==> src/rtl/tvs_pkg.sv <==
package tvs_pkg;
    localparam int ADDR_W   = 16;
    localparam int DATA_W   = 8;
    localparam int PERIOD_W = 12;
    localparam int VOL_W    = 4;
    localparam int DUTY_W   = 3;
    localparam int PSTEP_W  = 4;
    localparam int RATE_W   = 6;
    localparam int ACC_W    = 8;
    localparam int ACC_SHIFT = 3;
    localparam int SAW_LVL_W = ACC_W - ACC_SHIFT;

    typedef struct packed {
        logic                force_on;
        logic [DUTY_W-1:0]   duty;
        logic [VOL_W-1:0]    vol;
        logic                en;
        logic [PERIOD_W-1:0] period;
    } pulse_cfg_t;

    typedef struct packed {
        logic [RATE_W-1:0]   rate;
        logic                en;
        logic [PERIOD_W-1:0] period;
    } saw_cfg_t;

    typedef enum logic [2:0] {
        SAW_REST  = 3'd0,
        SAW_RISE1 = 3'd1,
        SAW_HOLD1 = 3'd2,
        SAW_RISE2 = 3'd3,
        SAW_HOLD2 = 3'd4,
        SAW_RISE3 = 3'd5
    } saw_state_t;
endpackage

==> src/rtl/tvs_regfile.sv <==
module tvs_regfile
    import tvs_pkg::*;
#(
    parameter int                NUM_PULSE  = 2,
    parameter logic [ADDR_W-1:0] FIRST_BASE = 16'h9000,
    parameter logic [ADDR_W-1:0] STRIDE     = 16'h1000
) (
    input  logic              clk,
    input  logic              rst_n,
    input  logic              wr,
    input  logic [ADDR_W-1:0] addr,
    input  logic [DATA_W-1:0] wdata,
    output pulse_cfg_t        pulse_cfg [NUM_PULSE],
    output saw_cfg_t          saw_cfg
);
    localparam logic [ADDR_W-1:0] SAW_BASE = ADDR_W'(FIRST_BASE + NUM_PULSE * STRIDE);

    for (genvar g = 0; g < NUM_PULSE; g++) begin : g_pulse_regs
        localparam logic [ADDR_W-1:0] BASE = ADDR_W'(FIRST_BASE + g * STRIDE);
        pulse_cfg_t cfg_q;
        always_ff @(posedge clk) begin
            if (!rst_n) begin
                cfg_q <= '0;
            end else if (wr) begin
                if (addr == BASE) begin
                    cfg_q.force_on <= wdata[7];
                    cfg_q.duty     <= wdata[6:4];
                    cfg_q.vol      <= wdata[3:0];
                end else if (addr == BASE + 16'd1) begin
                    cfg_q.period[7:0] <= wdata;
                end else if (addr == BASE + 16'd2) begin
                    cfg_q.en            <= wdata[7];
                    cfg_q.period[11:8]  <= wdata[3:0];
                end
            end
        end
        assign pulse_cfg[g] = cfg_q;
    end

    saw_cfg_t saw_q;
    always_ff @(posedge clk) begin
        if (!rst_n) begin
            saw_q <= '0;
        end else if (wr) begin
            if (addr == SAW_BASE) begin
                saw_q.rate <= wdata[RATE_W-1:0];
            end else if (addr == SAW_BASE + 16'd1) begin
                saw_q.period[7:0] <= wdata;
            end else if (addr == SAW_BASE + 16'd2) begin
                saw_q.en           <= wdata[7];
                saw_q.period[11:8] <= wdata[3:0];
            end
        end
    end
    assign saw_cfg = saw_q;
endmodule

==> src/rtl/tvs_period_timer.sv <==
module tvs_period_timer
    import tvs_pkg::*;
(
    input  logic                clk,
    input  logic                rst_n,
    input  logic                run,
    input  logic [PERIOD_W-1:0] period,
    output logic                tick
);
    logic [PERIOD_W-1:0] cnt_q;
    logic [PERIOD_W-1:0] reload;

    assign reload = (period == '0) ? PERIOD_W'(1) : period;
    assign tick   = run && (cnt_q == '0);

    always_ff @(posedge clk) begin
        if (!rst_n) begin
            cnt_q <= '0;
        end else if (run) begin
            if (cnt_q == '0) cnt_q <= reload;
            else             cnt_q <= cnt_q - PERIOD_W'(1);
        end
    end

    assert_reload_R5: assert property (@(posedge clk) disable iff (!rst_n)
        (run && cnt_q == '0) |=> (cnt_q != '0 && cnt_q == (($past(period) == '0) ? PERIOD_W'(1) : $past(period))));
    assert_frozen_R6: assert property (@(posedge clk) disable iff (!rst_n)
        !run |=> $stable(cnt_q));
endmodule

==> src/rtl/tvs_pulse_voice.sv <==
module tvs_pulse_voice
    import tvs_pkg::*;
(
    input  logic             clk,
    input  logic             rst_n,
    input  pulse_cfg_t       cfg,
    output logic [VOL_W-1:0] level
);
    logic               tick;
    logic [PSTEP_W-1:0] step_q;

    tvs_period_timer u_timer (
        .clk    (clk),
        .rst_n  (rst_n),
        .run    (cfg.en),
        .period (cfg.period),
        .tick   (tick)
    );

    always_ff @(posedge clk) begin
        if (!rst_n)    step_q <= '0;
        else if (tick) step_q <= step_q + PSTEP_W'(1);
    end

    always_comb begin
        if (cfg.en && (cfg.force_on || step_q <= PSTEP_W'(cfg.duty))) level = cfg.vol;
        else                                                          level = '0;
    end

    assert_step_advance_R7: assert property (@(posedge clk) disable iff (!rst_n)
        tick |=> step_q == PSTEP_W'($past(step_q) + 1));
    assert_step_frozen_R6: assert property (@(posedge clk) disable iff (!rst_n)
        !cfg.en |=> $stable(step_q));
endmodule

==> src/rtl/tvs_saw_voice.sv <==
module tvs_saw_voice
    import tvs_pkg::*;
(
    input  logic                 clk,
    input  logic                 rst_n,
    input  saw_cfg_t             cfg,
    output logic [SAW_LVL_W-1:0] level
);
    logic            tick;
    saw_state_t      state_q, state_d;
    logic [ACC_W-1:0] acc_q;

    tvs_period_timer u_timer (
        .clk    (clk),
        .rst_n  (rst_n),
        .run    (cfg.en),
        .period (cfg.period),
        .tick   (tick)
    );

    always_comb begin
        state_d = state_q;
        if (tick) begin
            unique case (state_q)
                SAW_REST:  state_d = SAW_RISE1;
                SAW_RISE1: state_d = SAW_HOLD1;
                SAW_HOLD1: state_d = SAW_RISE2;
                SAW_RISE2: state_d = SAW_HOLD2;
                SAW_HOLD2: state_d = SAW_RISE3;
                SAW_RISE3: state_d = SAW_REST;
                default:   state_d = SAW_REST;
            endcase
        end
    end

    always_ff @(posedge clk) begin
        if (!rst_n) state_q <= SAW_REST;
        else        state_q <= state_d;
    end

    always_ff @(posedge clk) begin
        if (!rst_n) begin
            acc_q <= '0;
        end else if (tick) begin
            unique case (state_q)
                SAW_REST, SAW_HOLD1, SAW_HOLD2: acc_q <= acc_q + ACC_W'(cfg.rate);
                SAW_RISE3:                      acc_q <= '0;
                default:                        acc_q <= acc_q;
            endcase
        end
    end

    assign level = cfg.en ? acc_q[ACC_W-1:ACC_SHIFT] : '0;

    assert_wrap_clear_R8: assert property (@(posedge clk) disable iff (!rst_n)
        (tick && state_q == SAW_RISE3) |=> (acc_q == '0 && state_q == SAW_REST));
    assert_rest_empty_R8: assert property (@(posedge clk) disable iff (!rst_n)
        state_q == SAW_REST |-> acc_q == '0);
    assert_idle_hold_R6: assert property (@(posedge clk) disable iff (!rst_n)
        !cfg.en |=> ($stable(acc_q) && $stable(state_q)));
endmodule

==> src/rtl/tri_voice_synth.sv <==
module tri_voice_synth
    import tvs_pkg::*;
#(
    parameter int NUM_PULSE = 2,
    parameter int OUT_W     = 6
) (
    input  logic              clk,
    input  logic              rst_n,
    input  logic              bus_wr,
    input  logic [15:0]       bus_addr,
    input  logic [7:0]        bus_wdata,
    output logic [OUT_W-1:0]  snd_level
);
    localparam int MAX_LEVEL = NUM_PULSE * ((1 << VOL_W) - 1) + (((1 << ACC_W) - 1) >> ACC_SHIFT);

    pulse_cfg_t             pulse_cfg [NUM_PULSE];
    saw_cfg_t               saw_cfg;
    logic [VOL_W-1:0]       pulse_lvl [NUM_PULSE];
    logic [SAW_LVL_W-1:0]   saw_lvl;
    logic [OUT_W-1:0]       sum_d;
    logic [OUT_W-1:0]       level_q;

    tvs_regfile #(.NUM_PULSE(NUM_PULSE)) u_regs (
        .clk       (clk),
        .rst_n     (rst_n),
        .wr        (bus_wr),
        .addr      (bus_addr),
        .wdata     (bus_wdata),
        .pulse_cfg (pulse_cfg),
        .saw_cfg   (saw_cfg)
    );

    for (genvar g = 0; g < NUM_PULSE; g++) begin : g_pulse
        tvs_pulse_voice u_voice (
            .clk   (clk),
            .rst_n (rst_n),
            .cfg   (pulse_cfg[g]),
            .level (pulse_lvl[g])
        );
    end

    tvs_saw_voice u_saw (
        .clk   (clk),
        .rst_n (rst_n),
        .cfg   (saw_cfg),
        .level (saw_lvl)
    );

    always_comb begin
        sum_d = OUT_W'(saw_lvl);
        for (int i = 0; i < NUM_PULSE; i++) sum_d = sum_d + OUT_W'(pulse_lvl[i]);
    end

    always_ff @(posedge clk) begin
        if (!rst_n) level_q <= '0;
        else        level_q <= sum_d;
    end

    assign snd_level = level_q;

    assert_level_range_R10: assert property (@(posedge clk) disable iff (!rst_n)
        32'(snd_level) <= MAX_LEVEL);
    assert_saw_ceiling_R9: assert property (@(posedge clk) disable iff (!rst_n)
        32'(saw_lvl) <= 23);
    assert_silent_after_off_R6: assert property (@(posedge clk) disable iff (!rst_n)
        (!saw_cfg.en && !pulse_cfg[0].en && !pulse_cfg[1].en) |=> snd_level == '0);
endmodule

==> config.mk <==
export PLATFORM = sky130hd
export DESIGN_NAME = tri_voice_synth
export DESIGN_NICKNAME = d
export VERILOG_FILES = /design/src/rtl/tvs_pkg.sv /design/src/rtl/tvs_regfile.sv /design/src/rtl/tvs_period_timer.sv /design/src/rtl/tvs_pulse_voice.sv /design/src/rtl/tvs_saw_voice.sv /design/src/rtl/tri_voice_synth.sv
export SDC_FILE = /design/constraint.sdc
export NUM_CORES = 1
export LEC_CHECK = 0
export BUFFER_PORTS_ARGS = -buffer_cell sky130_fd_sc_hd__buf_2
export CAP_MARGIN = 20
export CORE_AREA = 2 2 123 125
export CTS_CLUSTER_SIZE = 16
export DETAILED_ROUTE_END_ITERATION = 16
export DIE_AREA = 0 0 125 127
export GPL_TIMING_DRIVEN = 0
export PLACE_DENSITY = 0.71
export SLEW_MARGIN = 20
export SYNTH_ARGS = -nofsm -noshare
export SYNTH_HDL_FRONTEND = slang
export SYNTH_HIERARCHICAL = 1
export SYNTH_SLANG_ARGS = --single-unit
==> constraint.sdc <==
create_clock -name clk -period 3.6 [get_ports clk]
set_input_delay 0.54 -clock clk [delete_from_list [all_inputs] [get_ports clk]]
set_output_delay 0.54 -clock clk [all_outputs]
set_load 0.005 [all_outputs]
==> flow_summary.html <==
<table>
<tr><th>Metric</th><th>Value</th></tr>
<tr><th colspan="2">Outcome</th></tr>
<tr><td>Result of the run</td><td>finished clean</td></tr>
<tr><th colspan="2">Run</th></tr>
<tr><td>Number of violations of the max-capacitance limit</td><td>0</td></tr>
<tr><th colspan="2">Drt</th></tr>
<tr><td>Overall routed net length</td><td>between 15000 and 20000 µm</td></tr>
<tr><td>Number of antenna-violating nets in the routed design</td><td>0</td></tr>
<tr><td>Drt drc</td><td>0</td></tr>
<tr><td>Drt pass-1 iters</td><td>6</td></tr>
<tr><td>Routed vias/inst</td><td>around 5.7</td></tr>
<tr><td>Initial detailed-routing violation count</td><td>roughly 340</td></tr>
<tr><td>Average routed wire per standard cell</td><td>between 15 and 20 µm</td></tr>
<tr><td>Number of vias after detailed routing</td><td>approximately 5400</td></tr>
<tr><th colspan="2">Timing</th></tr>
<tr><td>Count of endpoints failing hold in the final timing report</td><td>0</td></tr>
<tr><td>Share of the clock period used by the worst path</td><td>84.68%</td></tr>
<tr><td>Pin slew with the least headroom to its limit</td><td>0.6951 ns</td></tr>
<tr><td>Count of final max-slew check failures</td><td>0</td></tr>
<tr><td>Worst Clk Skew</td><td>just under 0.006 ns</td></tr>
<tr><td>Slew margin rel.</td><td>approximately 53%</td></tr>
<tr><td>Post-route setup slack</td><td>~0.55 ns</td></tr>
<tr><td>Summed negative setup slack over all endpoints</td><td>0 ns</td></tr>
<tr><td>Min cycle time layout</td><td>approximately 3 ns</td></tr>
<tr><td>Unrepaired setup endpoints after global routing</td><td>false</td></tr>
<tr><td>FMAX</td><td>between 300 and 400 MHz</td></tr>
<tr><td>Final setup violation count</td><td>0</td></tr>
<tr><th colspan="2">Floorplanning</th></tr>
<tr><td>Core area</td><td>14420 µm²</td></tr>
<tr><td>FP Rows</td><td>44</td></tr>
<tr><td>Effective utilization at floorplan</td><td>about 45%</td></tr>
<tr><td>Die Width</td><td>125 µm</td></tr>
<tr><td>Overall die height</td><td>between 100 and 150 µm</td></tr>
<tr><td>Number of placed I/O pins</td><td>33</td></tr>
<tr><td>Die area</td><td>15880 µm²</td></tr>
<tr><th colspan="2">Finish</th></tr>
<tr><td>Number of fill cells in the layout</td><td>around 1300</td></tr>
<tr><td>Number of diodes</td><td>0</td></tr>
<tr><td>Flip-flop and latch area</td><td>roughly 2400 µm²</td></tr>
<tr><td>Combined area of the multi-input logic cells</td><td>between 3000 and 4000 µm²</td></tr>
<tr><td>Post-Route Utilization</td><td>51.77%</td></tr>
<tr><td>Fraction of layout cells with a size suffix above 1</td><td>between 10% and 20%</td></tr>
<tr><td>Number of nets in the finished design</td><td>around 800</td></tr>
<tr><td>Post-Layout Cell Count</td><td>roughly 950</td></tr>
<tr><td>Layout Area Growth over Synthesis</td><td>15.95%</td></tr>
<tr><th colspan="2">Synth</th></tr>
<tr><td>Synth cell count leaders</td><td>122 x dfxtp_1, 113 x nand2_1, 69 x mux2i_1, 37 x inv_1, 30 x nand3_1</td></tr>
<tr><td>Sequential element share of the synthesized area</td><td>between 30% and 40%</td></tr>
<tr><td>Summed instance area of the synthesized netlist</td><td>~6400 µm²</td></tr>
<tr><td>Area contributors post-synth</td><td>dfxtp_1 38%, mux2i_1 11%, nand2_1 6.6%</td></tr>
<tr><td>Syn_area_per_cell</td><td>around 9.2 µm²</td></tr>
<tr><td>Total of flip-flops plus latches after synthesis</td><td>between 100 and 150</td></tr>
<tr><td>Dominant synthesized flop cell</td><td>dfxtp_1</td></tr>
<tr><td>Syn_nets</td><td>758</td></tr>
<tr><td>Yosys Warn Count</td><td>6</td></tr>
<tr><td>Post-synth EDFFs</td><td>0</td></tr>
<tr><td>Most common cell in the synthesized netlist</td><td>dfxtp_1</td></tr>
<tr><td>Count of different cell masters after synthesis</td><td>67</td></tr>
<tr><td>Top cell type's share of synthesized area</td><td>37.93%</td></tr>
<tr><td>Fraction of registers with async set or reset after synthesis</td><td>0%</td></tr>
<tr><td>Post-Syn Instances</td><td>701</td></tr>
<tr><td>Top cell type by total area after synthesis</td><td>dfxtp_1</td></tr>
<tr><th colspan="2">Placed design</th></tr>
<tr><td>Placed cell count</td><td>between 900 and 1000</td></tr>
<tr><td>Worst slack after detailed placement</td><td>between 0.5 and 0.6 ns</td></tr>
<tr><td>Placed wire-length estimate after detailed placement</td><td>~10000 µm</td></tr>
<tr><td>Quantity of I/O buffers inserted on ports</td><td>32</td></tr>
<tr><td>Weighted congestion at the end of routability-driven global placement</td><td>~0.86</td></tr>
<tr><th colspan="2">Worst setup path</th></tr>
<tr><td>CP max stage delay</td><td>around 0.53 ns</td></tr>
<tr><td>Slowest library cell on the worst path</td><td>fa_1</td></tr>
<tr><td>Req. time, crit path</td><td>~4 ns</td></tr>
<tr><td>CP Class</td><td>register to register</td></tr>
<tr><td>Top fanout value on the critical path</td><td>4</td></tr>
<tr><td>Startpoint class of the critical path</td><td>register</td></tr>
<tr><td>Arr. time, crit path</td><td>around 3.4 ns</td></tr>
<tr><td>Nature of the critical path endpoint</td><td>register</td></tr>
<tr><td>Crit-path cells</td><td>inv_1, ha_1, and4b_1, a211oi_2, nor2_1, fa_1, ha_1, inv_1, fa_1, nor2b_1, nor3b_1</td></tr>
<tr><th colspan="2">Hold path</th></tr>
<tr><td>Hold crit path type</td><td>register to register</td></tr>
<tr><th colspan="2">CTS</th></tr>
<tr><td>Total of cells resized after clock tree synthesis</td><td>0</td></tr>
<tr><td>Root Driver</td><td>clkbuf_16</td></tr>
<tr><td>CTS Buf Count</td><td>17</td></tr>
<tr><td>Post-cts hold buffer count</td><td>0</td></tr>
<tr><td>Number of sinks on the clock net</td><td>roughly 120</td></tr>
<tr><td>Clock transition at path regs</td><td>0.05 ns</td></tr>
<tr><td>Total setup buffers inserted after CTS</td><td>0</td></tr>
<tr><td>Total number of H-tree levels</td><td>4</td></tr>
<tr><td>Clock tree from TritonCTS</td><td>yes</td></tr>
<tr><td>Buffer depth of the longest clock path</td><td>2</td></tr>
<tr><td>Clock latency at the later pin of the worst-skew pair</td><td>0.42 ns</td></tr>
<tr><th colspan="2">Global routing</th></tr>
<tr><td>Total congestion overflow</td><td>0</td></tr>
<tr><td>Wire length of the first global-routing pass</td><td>about 26000 µm</td></tr>
<tr><td>Gr usage total</td><td>19.72%</td></tr>
<tr><td>Vias in the first global route</td><td>between 5000 and 6000</td></tr>
<tr><td>Antenna violations before repair</td><td>0</td></tr>
<tr><td>Largest net degree at the start of global routing</td><td>25</td></tr>
<tr><th colspan="2">Pwr</th></tr>
<tr><td>Post-route total power</td><td>~3.3 mW</td></tr>
<tr><td>Leak</td><td>around 2.8 nW</td></tr>
<tr><td>Maximum VDD drop</td><td>approximately 0.45 mV</td></tr>
<tr><td>Power per standard cell area</td><td>between 400 and 500 nW/µm²</td></tr>
</table>
path summary, 6_finish.rpt:
| check | startpoint | to | slack, ns | depth (start not counted) |
|---|---|---|---|---|
| worst max-delay path | g_pulse[0].u_voice/step_q[0] | snd_level[3] | 0.55 | 11 |
| worst min-delay path | u_regs/pulse_cfg[0] | u_regs/pulse_cfg[0] | 0.45 | 2 |
| worst min register to register | u_regs/pulse_cfg[0] | u_regs/pulse_cfg[0] | 0.45 | 2 |
| worst max register to register | g_pulse[0].u_voice/step_q[0] | snd_level[3] | 0.55 | 11 |
power by group:
group          switching (mW)  internal [mW]  total, mW
sequential         0.00000677           1.35       1.35
combinational          0.0611         0.0234     0.0845
clock                   0.590           1.26       1.85
total                   0.651           2.64       3.29
sequential cells by signal, summed over array words and instances (netlist names):
register                       count
u_saw/u_timer/cnt_q               12
u_regs/pulse_cfg                  42
g_pulse.u_voice/step_q             8
snd_level                          6
g_pulse.u_voice/u_timer/cnt_q     24
u_saw/state_q                      3
u_saw/acc_q                        8
u_regs/saw_cfg                    19
placed cells by master (no fill, tap or decap), types with 11 or more instances in the layout:
| cell type | synthesis | final |
|---|---|---|
| inv_1 | 37 | 37 |
| o21ai_0 | 15 | 15 |
| mux2i_1 | 69 | 69 |
| clkbuf_16 | 0 | 17 |
| a21oi_1 | 19 | 19 |
| nor2_1 | 27 | 27 |
| dfxtp_1 | 122 | 122 |
| nand2_1 | 113 | 113 |
| nor4_1 | 16 | 16 |
| nor3_1 | 11 | 11 |
| clkbuf_1 | 12 | 17 |
| nor2b_1 | 13 | 13 |
| a31oi_1 | 12 | 12 |
| buf_2 | 3 | 35 |
| ha_1 | 24 | 24 |
| nand3_1 | 30 | 30 |
| and2_1 | 13 | 13 |
final cells by class:
class                           count  share of cell area, %
Multi-Input combinational cell    526                  50.72
Sequential cell                   122                  32.71
Clock buffer                       24                  6.317
Tap cell                          184                  3.083
Clock inverter                      8                  2.212
Timing Repair Buffer               32                  2.145
Inverter                           37                  1.860
Buffer                             16                 0.9551
worst max-delay path: cells and delay by family (launching register included):
| family | cells | cell delay, ns |
|---|---|---|
| AOI/OAI and AO/OA | 1 | 0.41 |
| adders and majority gates | 4 | 1.38 |
| buffers and inverters | 2 | 0.11 |
| DFF | 1 | 0.39 |
| and+or+nand+nor | 4 | 0.67 |
logic make-up after synthesis:
logic type	share of synthesized area, %
AOI/OAI and AO/OA	12.10
xor gates and xnor gates	0.9520
adders and majority gates	6.528
buffers and inverters	3.264
DFF	37.92
muxes	11.42
and+or+nand+nor	27.80
through the flow:
step | hold WS [ns] | area [µm²]
finish | 0.4545 | 7467
global route | 0.4755 | 7467
CTS | 0.4567 | 7467
detailed placement | 0.4495 | 6830
global placement | 0.4414 | 6830
floorplan | 0.4342 | 6440
routing by layer:
metal	routed length [µm]	GRT usage (%)	vias up
met5	0	0	-
met4	210	6.928	0
met3	721	4.648	19
met2	7136	32.29	142
met1	7027	25.68	2588
li1	-	-	2671
(Power assumes the default switching activity.)
